**config.mk**
```make
export PLATFORM = sky130hd
export DESIGN_NAME = pol_pfd
export DESIGN_NICKNAME = d
export VERILOG_FILES = /design/src/rtl/pfd_pkg.sv /design/src/rtl/pfd_edge_sync.sv /design/src/rtl/pfd_state_core.sv /design/src/rtl/pfd_drive_map.sv /design/src/rtl/pol_pfd.sv
export SDC_FILE = /design/constraint.sdc
export NUM_CORES = 1
export LEC_CHECK = 0
export ABC_AREA = 1
export BUFFER_PORTS_ARGS = -buffer_cell sky130_fd_sc_hd__clkbuf_2
export CORE_AREA = 2 2 39 41
export CTS_CLUSTER_DIAMETER = 50
export DETAILED_ROUTE_END_ITERATION = 6
export DIE_AREA = 0 0 41 43
export GPL_TIMING_DRIVEN = 0
export HOLD_SLACK_MARGIN = 0.12
export PLACE_DENSITY = 0.5
export SLEW_MARGIN = 20
export SYNTH_ARGS = -nofsm -noshare
export SYNTH_HDL_FRONTEND = slang
export SYNTH_HIERARCHICAL = 1
export SYNTH_SLANG_ARGS = --single-unit
```
**constraint.sdc**
```tcl
create_clock -name clk -period 1.1 [get_ports clk]
set_clock_uncertainty 0.05 [all_clocks]
set_input_delay 0.055 -clock clk [delete_from_list [all_inputs] [get_ports clk]]
set_output_delay 0.055 -clock clk [all_outputs]
set_load 0.02 [all_outputs]
```
**src/rtl/pfd_pkg.sv**
```systemverilog
package pfd_pkg;

    // Bit 0 is the reference flag and bit 1 is the feedback flag.
    typedef enum logic [1:0] {
        PFD_IDLE     = 2'b00,
        PFD_REF_LEAD = 2'b01,
        PFD_FB_LEAD  = 2'b10,
        PFD_OVERLAP  = 2'b11
    } pfd_state_e;

endpackage

```
**src/rtl/pfd_edge_sync.sv**
```systemverilog
module pfd_edge_sync #(
    parameter int STAGES = 2
) (
    input  logic clk,
    input  logic rst_n,
    input  logic din,
    output logic rise
);
    localparam int LAST = STAGES - 1;

    logic [LAST:0] chain;
    logic          prev;

    generate
        for (genvar i = 0; i < STAGES; i++) begin : g_stage
            if (i == 0) begin : g_first
                always_ff @(posedge clk or negedge rst_n) begin
                    if (!rst_n) chain[0] <= 1'b0;
                    else        chain[0] <= din;
                end
            end else begin : g_next
                always_ff @(posedge clk or negedge rst_n) begin
                    if (!rst_n) chain[i] <= 1'b0;
                    else        chain[i] <= chain[i-1];
                end
            end
        end
    endgenerate

    always_ff @(posedge clk or negedge rst_n) begin
        if (!rst_n) prev <= 1'b0;
        else        prev <= chain[LAST];
    end

    assign rise = chain[LAST] & ~prev;

endmodule

```
**src/rtl/pfd_state_core.sv**
```systemverilog
module pfd_state_core
    import pfd_pkg::*;
(
    input  logic       clk,
    input  logic       rst_n,
    input  logic       ref_rise,
    input  logic       fb_rise,
    output pfd_state_e state,
    output logic       up,
    output logic       dn
);
    pfd_state_e nxt;

    // Next-state logic.
    always_comb begin
        nxt = state;
        unique case (state)
            PFD_IDLE, PFD_OVERLAP: begin
                // OVERLAP clears both flags; edges in this clock set them again.
                if (ref_rise && fb_rise) nxt = PFD_OVERLAP;
                else if (ref_rise)       nxt = PFD_REF_LEAD;
                else if (fb_rise)        nxt = PFD_FB_LEAD;
                else                     nxt = PFD_IDLE;
            end
            PFD_REF_LEAD: begin
                if (fb_rise) nxt = PFD_OVERLAP;
            end
            PFD_FB_LEAD: begin
                if (ref_rise) nxt = PFD_OVERLAP;
            end
            default: nxt = PFD_IDLE;
        endcase
    end

    // State register.
    always_ff @(posedge clk or negedge rst_n) begin
        if (!rst_n) state <= PFD_IDLE;
        else        state <= nxt;
    end

    // Flag outputs decoded from the state.
    always_comb begin
        up = 1'b0;
        dn = 1'b0;
        unique case (state)
            PFD_IDLE:     begin up = 1'b0; dn = 1'b0; end
            PFD_REF_LEAD: begin up = 1'b1; dn = 1'b0; end
            PFD_FB_LEAD:  begin up = 1'b0; dn = 1'b1; end
            PFD_OVERLAP:  begin up = 1'b1; dn = 1'b1; end
            default:      begin up = 1'b0; dn = 1'b0; end
        endcase
    end

endmodule

```
**src/rtl/pfd_drive_map.sv**
```systemverilog
module pfd_drive_map
    import pfd_pkg::*;
(
    input  pfd_state_e state,
    input  logic       pol,
    output logic       err_q,
    output logic       err_oe
);
    always_comb begin
        err_q  = 1'b0;
        err_oe = 1'b0;
        unique case (state)
            PFD_REF_LEAD: begin err_oe = 1'b1; err_q = ~pol; end
            PFD_FB_LEAD:  begin err_oe = 1'b1; err_q = pol;  end
            PFD_IDLE, PFD_OVERLAP: begin err_oe = 1'b0; err_q = 1'b0; end
            default:      begin err_oe = 1'b0; err_q = 1'b0; end
        endcase
    end

endmodule

```
**src/rtl/pol_pfd.sv**
```systemverilog
module pol_pfd
    import pfd_pkg::*;
#(
    parameter int SYNC_STAGES = 2
) (
    input  logic clk,
    input  logic rst_n,
    input  logic ref_in,
    input  logic fb_in,
    input  logic pol,
    output logic err_q,
    output logic err_oe,
    output logic up,
    output logic dn
);
    logic       ref_rise;
    logic       fb_rise;
    pfd_state_e state;

    pfd_edge_sync #(.STAGES(SYNC_STAGES)) u_ref_sync (
        .clk(clk), .rst_n(rst_n), .din(ref_in), .rise(ref_rise)
    );

    pfd_edge_sync #(.STAGES(SYNC_STAGES)) u_fb_sync (
        .clk(clk), .rst_n(rst_n), .din(fb_in), .rise(fb_rise)
    );

    pfd_state_core u_core (
        .clk(clk), .rst_n(rst_n),
        .ref_rise(ref_rise), .fb_rise(fb_rise),
        .state(state), .up(up), .dn(dn)
    );

    pfd_drive_map u_map (
        .state(state), .pol(pol), .err_q(err_q), .err_oe(err_oe)
    );

endmodule

```
After elaboration in Yosys (flattened, before gate mapping). Index checks and enable logic that the tools add are counted.

Eq/ne operators: 5. Multiplexer cells: 10. Bitwise logic cells: 5. Reduce and logical (&&, ||, !) cells: 9.

Operator list (number): $reduce_or A2 Y1 (6); $mux W2 (5); $pmux W1 S2 (3); $pmux W2 S3 (1); $eq A2 B2 Y1 const B (2); $ne A2 B1 Y1 const B (2); $not A1 Y1 (3); $pmux W1 S3 (1); $and A1 B1 Y1 (2); $eq A2 B1 Y1 const B (1); $logic_not A2 Y1 (1); $reduce_and A2 Y1 (1); $logic_and A1 B1 Y1 (1).

Bits in registers: 8. Bits of input ports: 5. Output and inout port bits: 4. Logic and storage cells: 36.

Logic depth before layout (Yosys ltp). Gate-level depths: netlist (run 1).

Depth in word-level cells: 6. Depth in mapped cells: 7.

Hierarchy. The synthesis (run 1) kept the hierarchy.

Modules (own cells, without submodules): pfd_edge_sync (times used 2, cells an instance 5, area each 85.1 sq um, sequential area each 75.1 sq um); pfd_state_core (times used 1, cells an instance 22, area each 166.4 sq um, sequential area each 50.0 sq um); pfd_drive_map (times used 1, cells an instance 10, area each 56.3 sq um, sequential area each 0.0 sq um).

Least setup slack after synthesis (run 1). OpenSTA, ideal clock, no wires.

Path type: register to output. Start: reg u_core.state[0]. End: out dn. Arrival time: 0.957 ns. Required time: 0.995 ns. Path slack: 0.038 ns. Cell stages (with the launch flop): 4. Cell sequence: dfrtp_1 -> inv_1 -> ha_1 -> or2_1.

Cells in the longest elaborated chain, start to end: 3. Elaborated cells between the ends (all ways): 7.

RTL lines: from (decl) (line pfd_state_core.sv:8) `output pfd_state_e state,`; from (signal assigned) (line pfd_state_core.sv:38) `else state <= nxt;`; $eq A2 B2 Y1 (tied with other cells) (line pfd_state_core.sv:45) `unique case (state)`; $reduce_or A2 Y1 (no line); $pmux W1 S2 (*) (line pfd_state_core.sv:45); to (decl) (line pol_pfd.sv:14) `output logic dn`.

Mark *: on every way between the ends. The rest lies on a longest branch, timed or not.

Final worst setup path (run 1).
Start: reg u_core.state[0]. End: out up.

Cells in the longest elaborated chain, start to end: 3. Elaborated cells between the ends (all ways): 7.

RTL lines: $eq A2 B1 Y1 (tied with other cells) (line pfd_state_core.sv:45); $reduce_or A2 Y1 (no line); $pmux W1 S2 (*) (line pfd_state_core.sv:45); to (decl) (line pol_pfd.sv:13) `output logic up,`.

Marks and branches as above.

==> metrics.log, run 1 <==
[metrics] root buf cell: clkbuf_4
[metrics] vias after detailed routing: 295
[metrics] x dimension of the die: 41 microns
[metrics] CTS tree: built
[metrics] number of flip-flops and latches in the synthesized netlist: 8
[metrics] number of optimization iterations in the first detailed-route pass: 1
[metrics] Hold Vio Cnt, Final: 0
[metrics] GR Util met3: 0.0157
[metrics] remaining antenna violation count after routing: 0
[metrics] global placer's final weighted congestion: 0.600
[metrics] wire length of the first global-routing pass: 938 microns
[metrics] Final Max Tran Viols: 0
[metrics] leading post-synthesis cells by cell area: dfrtp_1, ha_1, inv_1
[metrics] number of different library cells in the post-synthesis netlist: 9
[metrics] quantity of I/O buffers inserted on ports: 8
[metrics] half-perimeter wire length after placement: 411 microns
[metrics] cell area after placement: 453 sq um
[metrics] number of cell rows: 14
[metrics] Post-Synthesis Cells: 42
[metrics] Final Setup Violations: 6
[metrics] warnings from Yosys: 6
[metrics] worst vdd ir: 0.805 mV
[metrics] fraction of the yosys area taken by sequential cells: 0.510
[metrics] timing-limited maximum frequency: 730 MHz
[metrics] Least-Margin Pin Slew: 0.186 ns
[metrics] Largest delay share family, worst path: flip-flops
[metrics] fraction of layout cells with a size suffix above 1: 0.466
[metrics] leakage power figure: 0.312 nW
[metrics] CP cell instances: ha_2 -> or2_1 -> clkbuf_8
[metrics] register clock-pin slew on the reported worst setup and hold paths: 0.05 ns
[metrics] final standard cell area without fillers: 572 sq um
[metrics] path type of the worst min-delay path: input pin to asynchronous set/reset pin
[metrics] routed length per instance: 7.27 microns
[metrics] arrival time reported for the critical path endpoint: 1.26 ns
[metrics] Clock Tree Buf Depth: 2
[metrics] P per Cell Area: 2780 nW/um^2
[metrics] post-synth design cell area: 393 sq um
[metrics] final-stage net count: 70
[metrics] diodes inserted: 0
[metrics] CP max-delay cell: dfrtp_2
[metrics] Filler Cell Count: 131
[metrics] setup repair after global routing missed its margin: true
[metrics] area of the core: 1380 sq um
[metrics] die span in y: 43 microns
[metrics] total die area: 1760 sq um
[metrics] initial standard-cell utilization of the core: 0.284
[metrics] clock sinks: 8
[metrics] Residual DRC: 0
[metrics] insertion delay to the later sink of the worst-skew pair: 0.25 ns
[metrics] time the worst path needs with I/O delays and setup: 1.37 ns
[metrics] Synth-to-Final Area Change: 45.5%
[metrics] global-route track usage on met1: 0.0936
[metrics] Max Cap Violations: 0
[metrics] Mapped Avg Cell Area: 9.35 sq um
[metrics] Synth Net Count: 52
[metrics] critical path data required time: 1.00 ns
[metrics] CP Launch Type: flop
[metrics] I/O pins: 9
[metrics] met2 capacity usage during global routing: 0.113
[metrics] peak fanout along the critical path: 6
[metrics] critical path class: flop to output port
[metrics] post-route core utilization: 0.413
[metrics] fin worst setup slack: -0.270 ns
[metrics] sum of buffers and inverters on the critical path: 1
[metrics] via count of the first global-routing pass: 253
[metrics] share of the clock period used by the worst path: 1.25
[metrics] result of the run: finished with violations
[metrics] violations in the final reports: setup timing
[metrics] most congested layer reported by global routing: met2
[metrics] CTS H-Tree Depth: 1
[metrics] Starting DRT DRC Count: 0
[metrics] number of CTS-inserted buffers: 3
[metrics] overall routed net length: 538 microns
[metrics] GRT Util Overall: 0.0833
[metrics] largest area contributor in the synthesized netlist: dfrtp_1
[metrics] worst slew margin relative to its limit: 0.876
[metrics] number of antenna violations at the first check in global routing: 0
[metrics] Critical Path Sink Type: output port
[metrics] gr ovfl total: 0
[metrics] maximum cell stage delay along the critical path: 0.45 ns
[metrics] via count normalized by instance count: 3.99
[metrics] proportion of netlist area held by the largest area contributor: 0.510
[metrics] pin count of the biggest net entering global routing: 9
[metrics] setup slack at placement: -0.0913 ns
cell usage in the layout, fill, tap and decap left out:
master and n:
buf_4 3, clkbuf_2 4, clkbuf_4 3, dfrtp_2 2, inv_1 8, nor2_2 2, dlygate4sd3_1 3, nand2_4 2
nand3_1 3, ha_1 1, ha_2 4, inv_2 3, nand2_1 8, or2_1 2, clkbuf_8 3, dfrtp_1 6
nand2_2 1
power by group:
part / switching [W] / total, W / leakage, nW / internal [W]
Combinational: 0.000446 / 0.000941 / 0.207 / 0.000494
Clock: 0.0000909 / 0.000215 / 0.0138 / 0.000124
Sequential: 0.0000748 / 0.000431 / 0.0911 / 0.000356
worst paths after layout:
kind	startpoint	slack, ns	endpoint	cells after the start
max	u_core/state[0]$_DFFE_PN0P_	-0.27	up	3
max reg2reg	u_core/state[0]$_DFFE_PN0P_	-0.05	u_core/state[0]$_DFFE_PN0P_	6
min in group clk	u_ref_sync/chain[0]$_DFF_PN0_	0.30	u_ref_sync/chain[1]$_DFF_PN0_	0
min	rst_n	0.13	u_fb_sync/prev$_DFF_PN0_	2
max in group asynchronous	rst_n	0.69	u_core/state[0]$_DFFE_PN0P_	2
min reg2reg	u_ref_sync/chain[0]$_DFF_PN0_	0.30	u_ref_sync/chain[1]$_DFF_PN0_	0
kinds of logic (layout without fill, tap and decap cells):
kind of cell | after synthesis | after routing | synth area share
simple gates | 18 | 18 | 0.226
flops | 8 | 8 | 0.510
fa+ha+maj | 5 | 5 | 0.159
buf+inv | 11 | 27 | 0.105
through the flow:
| stage | hold WS, ns | setup TNS (ns) | instances | total power (W) |
|---|---|---|---|---|
| 2_1_floorplan | -0.291 | 0 | 42 | 0.000924 |
| 3_3_place_gp | -0.141 | -0.261 | 66 | 0.00111 |
| 3_5_place_dp | -0.141 | -0.259 | 66 | 0.00112 |
| 4_1_cts | 0.127 | -1.17 | 73 | 0.00157 |
| 5_1_grt | 0.148 | -1.41 | 74 | 0.00172 |
| 6_report | 0.129 | -1.04 | 74 | 0.00159 |
Yosys cell counts:
| master | number |
|---|---|
| dfrtp_1 | 8 |
| ha_1 | 5 |
| inv_1 | 9 |
| inv_2 | 2 |
| nand2_1 | 8 |
| nand2_2 | 3 |
| nand3_1 | 3 |
| nor2_2 | 2 |
| or2_1 | 2 |
layer usage:
metal	share of wire	vias up	wire [microns]
li1	-	155	-
met1	0.44	130	239
met2	0.48	8	260
met3	0.054	2	29
met4	0.015	0	8
met5	0	-	0
area by class of cell:
class,count,area (sq um),share of cell area
multi-input combinational,23,171,0.300
sequential,8,203,0.354
inverter,11,41.3,0.0722
timing repair buffer,13,114,0.199
tap,16,20.0,0.0350
clock buffer,3,22.5,0.0394
registers in the layout, summed over array words and instances, names as in the netlist:
register and count:
u_core/state 2, u_fb_sync/chain 2, u_fb_sync/prev 1, u_ref_sync/chain 2
u_ref_sync/prev 1
timing repair:
| action | 4_1_cts | 5_1_grt |
|---|---|---|
| cloned | 0 | 0 |
| hold buffers | 3 | 0 |
| pin swaps | 0 | 2 |
| endpoints found under the setup margin | 6 | 6 |
| buffers inserted | 1 | 1 |
| gates resized for setup | 11 | 5 |
| endpoints found under the hold margin | 10 | 0 |
Power figures use the tool's default switching activity.
==> run 2, diff against run 1 <==
==> constraint.sdc (replaced) <==
create_clock -name clk -period 1.1 [get_ports clk]
set_clock_uncertainty 0.05 [all_clocks]
set_input_delay 0.055 -clock clk [delete_from_list [all_inputs] [get_ports clk]]
set_output_delay 0.055 -clock clk [all_outputs]
set_load 0.01 [all_outputs]
==> run 2 against run 1 <==
Effect of this change: the flow still finishes with violations (setup timing); sequential share of layout area increased by 2.1 points; fmax increased by 1.5%; count of clock-buffer cells in the layout unchanged; die area unchanged; cell count unchanged; design area decreased by 5.5%; non-clock buffer count unchanged; first-iteration DRC count unchanged; sequential cell count unchanged; sequential power about the same; routed wire length increased by 4.3%; largest cell class unchanged; largest power group unchanged; highest routed layer unchanged.
==> metrics.log, run 2 (synthesized netlist as in run 1, its figures left out) <==
[metrics] quantity of I/O buffers inserted on ports: 8 (unchanged)
[metrics] worst slew margin relative to its limit: 0.876 (unchanged)
[metrics] half-perimeter wire length after placement: 411 microns (unchanged)
[metrics] I/O pins: 9 (unchanged)
[metrics] CP Launch Type: flop
[metrics] overall routed net length: 561 microns (+4.3%)
[metrics] gr ovfl total: 0 (unchanged)
[metrics] area of the core: 1380 sq um (unchanged)
[metrics] final-stage net count: 70 (unchanged)
[metrics] number of CTS-inserted buffers: 3 (unchanged)
[metrics] number of cell rows: 14 (unchanged)
[metrics] path type of the worst min-delay path: input pin to asynchronous set/reset pin
[metrics] Starting DRT DRC Count: 0 (unchanged)
[metrics] Final Max Tran Viols: 0 (unchanged)
[metrics] share of the clock period used by the worst path: 1.23 (-0.0178)
[metrics] register clock-pin slew on the reported worst setup and hold paths: 0.05 ns (about the same)
[metrics] global placer's final weighted congestion: 0.600 (unchanged)
[metrics] CP max-delay cell: dfrtp_2
[metrics] Hold Vio Cnt, Final: 0 (unchanged)
[metrics] final standard cell area without fillers: 541 sq um (-5.5%)
[metrics] timing-limited maximum frequency: 741 MHz (+1.5%)
[metrics] total die area: 1760 sq um (unchanged)
[metrics] clock sinks: 8 (unchanged)
[metrics] violations in the final reports: setup timing
[metrics] cell area after placement: 453 sq um (unchanged)
[metrics] via count of the first global-routing pass: 247 (-2.4%)
[metrics] leading registers by flop count: u_core/state (2), u_fb_sync/chain (2), u_ref_sync/chain (2)
[metrics] critical path class: flop to output port
[metrics] setup slack at placement: -0.0631 ns (+0.0282 ns)
[metrics] CTS H-Tree Depth: 1 (unchanged)
[metrics] insertion delay to the later sink of the worst-skew pair: 0.25 ns (about the same)
[metrics] critical path data required time: 1.00 ns (about the same)
[metrics] Final Setup Violations: 6 (unchanged)
[metrics] x dimension of the die: 41 microns (unchanged)
[metrics] root buf cell: clkbuf_4
[metrics] most common cell after layout, fill and taps aside: nand2_1
[metrics] Critical Path Sink Type: output port
[metrics] setup repair after global routing missed its margin: true
[metrics] arrival time reported for the critical path endpoint: 1.25 ns (about the same)
[metrics] worst vdd ir: 0.719 mV (-11%)
[metrics] remaining antenna violation count after routing: 0 (unchanged)
[metrics] time the worst path needs with I/O delays and setup: 1.35 ns (-0.0196 ns)
[metrics] via count normalized by instance count: 3.99 (unchanged)
[metrics] routed length per instance: 7.58 microns (+4.3%)
[metrics] P per Cell Area: 2480 nW/um^2 (-11%)
[metrics] GRT Util Overall: 0.0823 (-0.00102)
[metrics] result of the run: finished with violations
[metrics] Residual DRC: 0 (unchanged)
[metrics] wire length of the first global-routing pass: 924 microns (-1.5%)
[metrics] diodes inserted: 0 (unchanged)
[metrics] pin count of the biggest net entering global routing: 9 (unchanged)
[metrics] fraction of layout cells with a size suffix above 1: 0.466 (unchanged)
[metrics] number of antenna violations at the first check in global routing: 0 (unchanged)
[metrics] CTS tree: built
[metrics] CP cell instances: ha_2 -> or2_1 -> buf_2
[metrics] peak fanout along the critical path: 6 (unchanged)
[metrics] maximum cell stage delay along the critical path: 0.45 ns (about the same)
[metrics] fin worst setup slack: -0.250 ns (+0.0196 ns)
[metrics] Clock Tree Buf Depth: 2 (unchanged)
[metrics] Least-Margin Pin Slew: 0.186 ns (unchanged)
[metrics] commonest cells after routing, fill and taps aside: nand2_1, inv_1, dfrtp_1
[metrics] Synth-to-Final Area Change: 37.6%
[metrics] initial standard-cell utilization of the core: 0.284 (unchanged)
[metrics] Max Cap Violations: 0 (unchanged)
[metrics] die span in y: 43 microns (unchanged)
[metrics] number of optimization iterations in the first detailed-route pass: 1 (unchanged)
[metrics] leakage power figure: 0.303 nW (-2.9%)
[metrics] vias after detailed routing: 295 (unchanged)
## run 2: cell count changes in the layout (fill, tap and decap cells not counted)
cell	delta
inv_2	+1
inv_1	-1
ha_2	-1
ha_1	+1
buf_2	+4
clkbuf_8	-3
buf_4	-1
## run 2: worst paths after layout
check | slack, ns | start | depth (start not counted) | to
worst max-delay path | -0.25 | u_core/state[0]$_DFFE_PN0P_ | 3 | up
worst min register to register | 0.30 | u_ref_sync/chain[0]$_DFF_PN0_ | 0 | u_ref_sync/chain[1]$_DFF_PN0_
max in group asynchronous | 0.69 | rst_n | 2 | u_core/state[0]$_DFFE_PN0P_
worst max register to register | -0.05 | u_core/state[0]$_DFFE_PN0P_ | 6 | u_core/state[0]$_DFFE_PN0P_
worst min-delay path | 0.13 | rst_n | 2 | u_fb_sync/prev$_DFF_PN0_
min in group clk | 0.30 | u_ref_sync/chain[0]$_DFF_PN0_ | 0 | u_ref_sync/chain[1]$_DFF_PN0_
## run 2: per-stage QoR
step	utilization	TNS (ns)	cells	total power, W	hold slack (ns)
5_1_grt	0.391	-1.35	74	0.00147	0.148
2_1_floorplan	-	0	42	0.000836	-0.291
4_1_cts	0.380	-1.03	73	0.00132	0.127
3_3_place_gp	0.327	-0.204	66	0.00102	-0.141
6_report	0.391	-0.956	74	0.00134	0.129
3_5_place_dp	0.327	-0.200	66	0.00103	-0.141
## run 2: timing repair
action / 4_1_cts / 5_1_grt
pin swaps: 0 / 1
buffers inserted: 1 / 1
hold endpoints to repair: 10 / 0
resized for setup: 5 / 8
hold buffers: 3 / 0
setup endpoints to repair: 6 / 6
cloned: 0 / 0
## run 2: per-layer routing
layer,GRT usage,vias up,share of wire
met1,0.0903,131,0.45
met4,0.100,0,0.014
met3,0.0157,2,0.053
met2,0.113,8,0.48
met5,0,-,0
li1,-,154,-
## run 2: final cells by class
| cell class | instances | area (sq um) |
|---|---|---|
| multi-input cells | 23 | 169 |
| fillers | 139 | 843 |
| inverters | 11 | 41.3 |
| well taps | 16 | 20.0 |
| clock buffers | 3 | 22.5 |
| flip-flops and latches | 8 | 203 |
| repair buffers | 13 | 85.1 |
## run 2: worst max-delay path, delay by kind of cell (launching register included)
kind,cells,cell delay [ns]
flops,1,0.45
simple gates,1,0.22
fa+ha+maj,1,0.20
buf+inv,1,0.14
## run 2: where the power goes
| part | switching, W | internal, W |
|---|---|---|
| Sequential | 0.0000772 | 0.000356 |
| Combinational | 0.000345 | 0.000346 |
| Clock | 0.0000909 | 0.000124 |
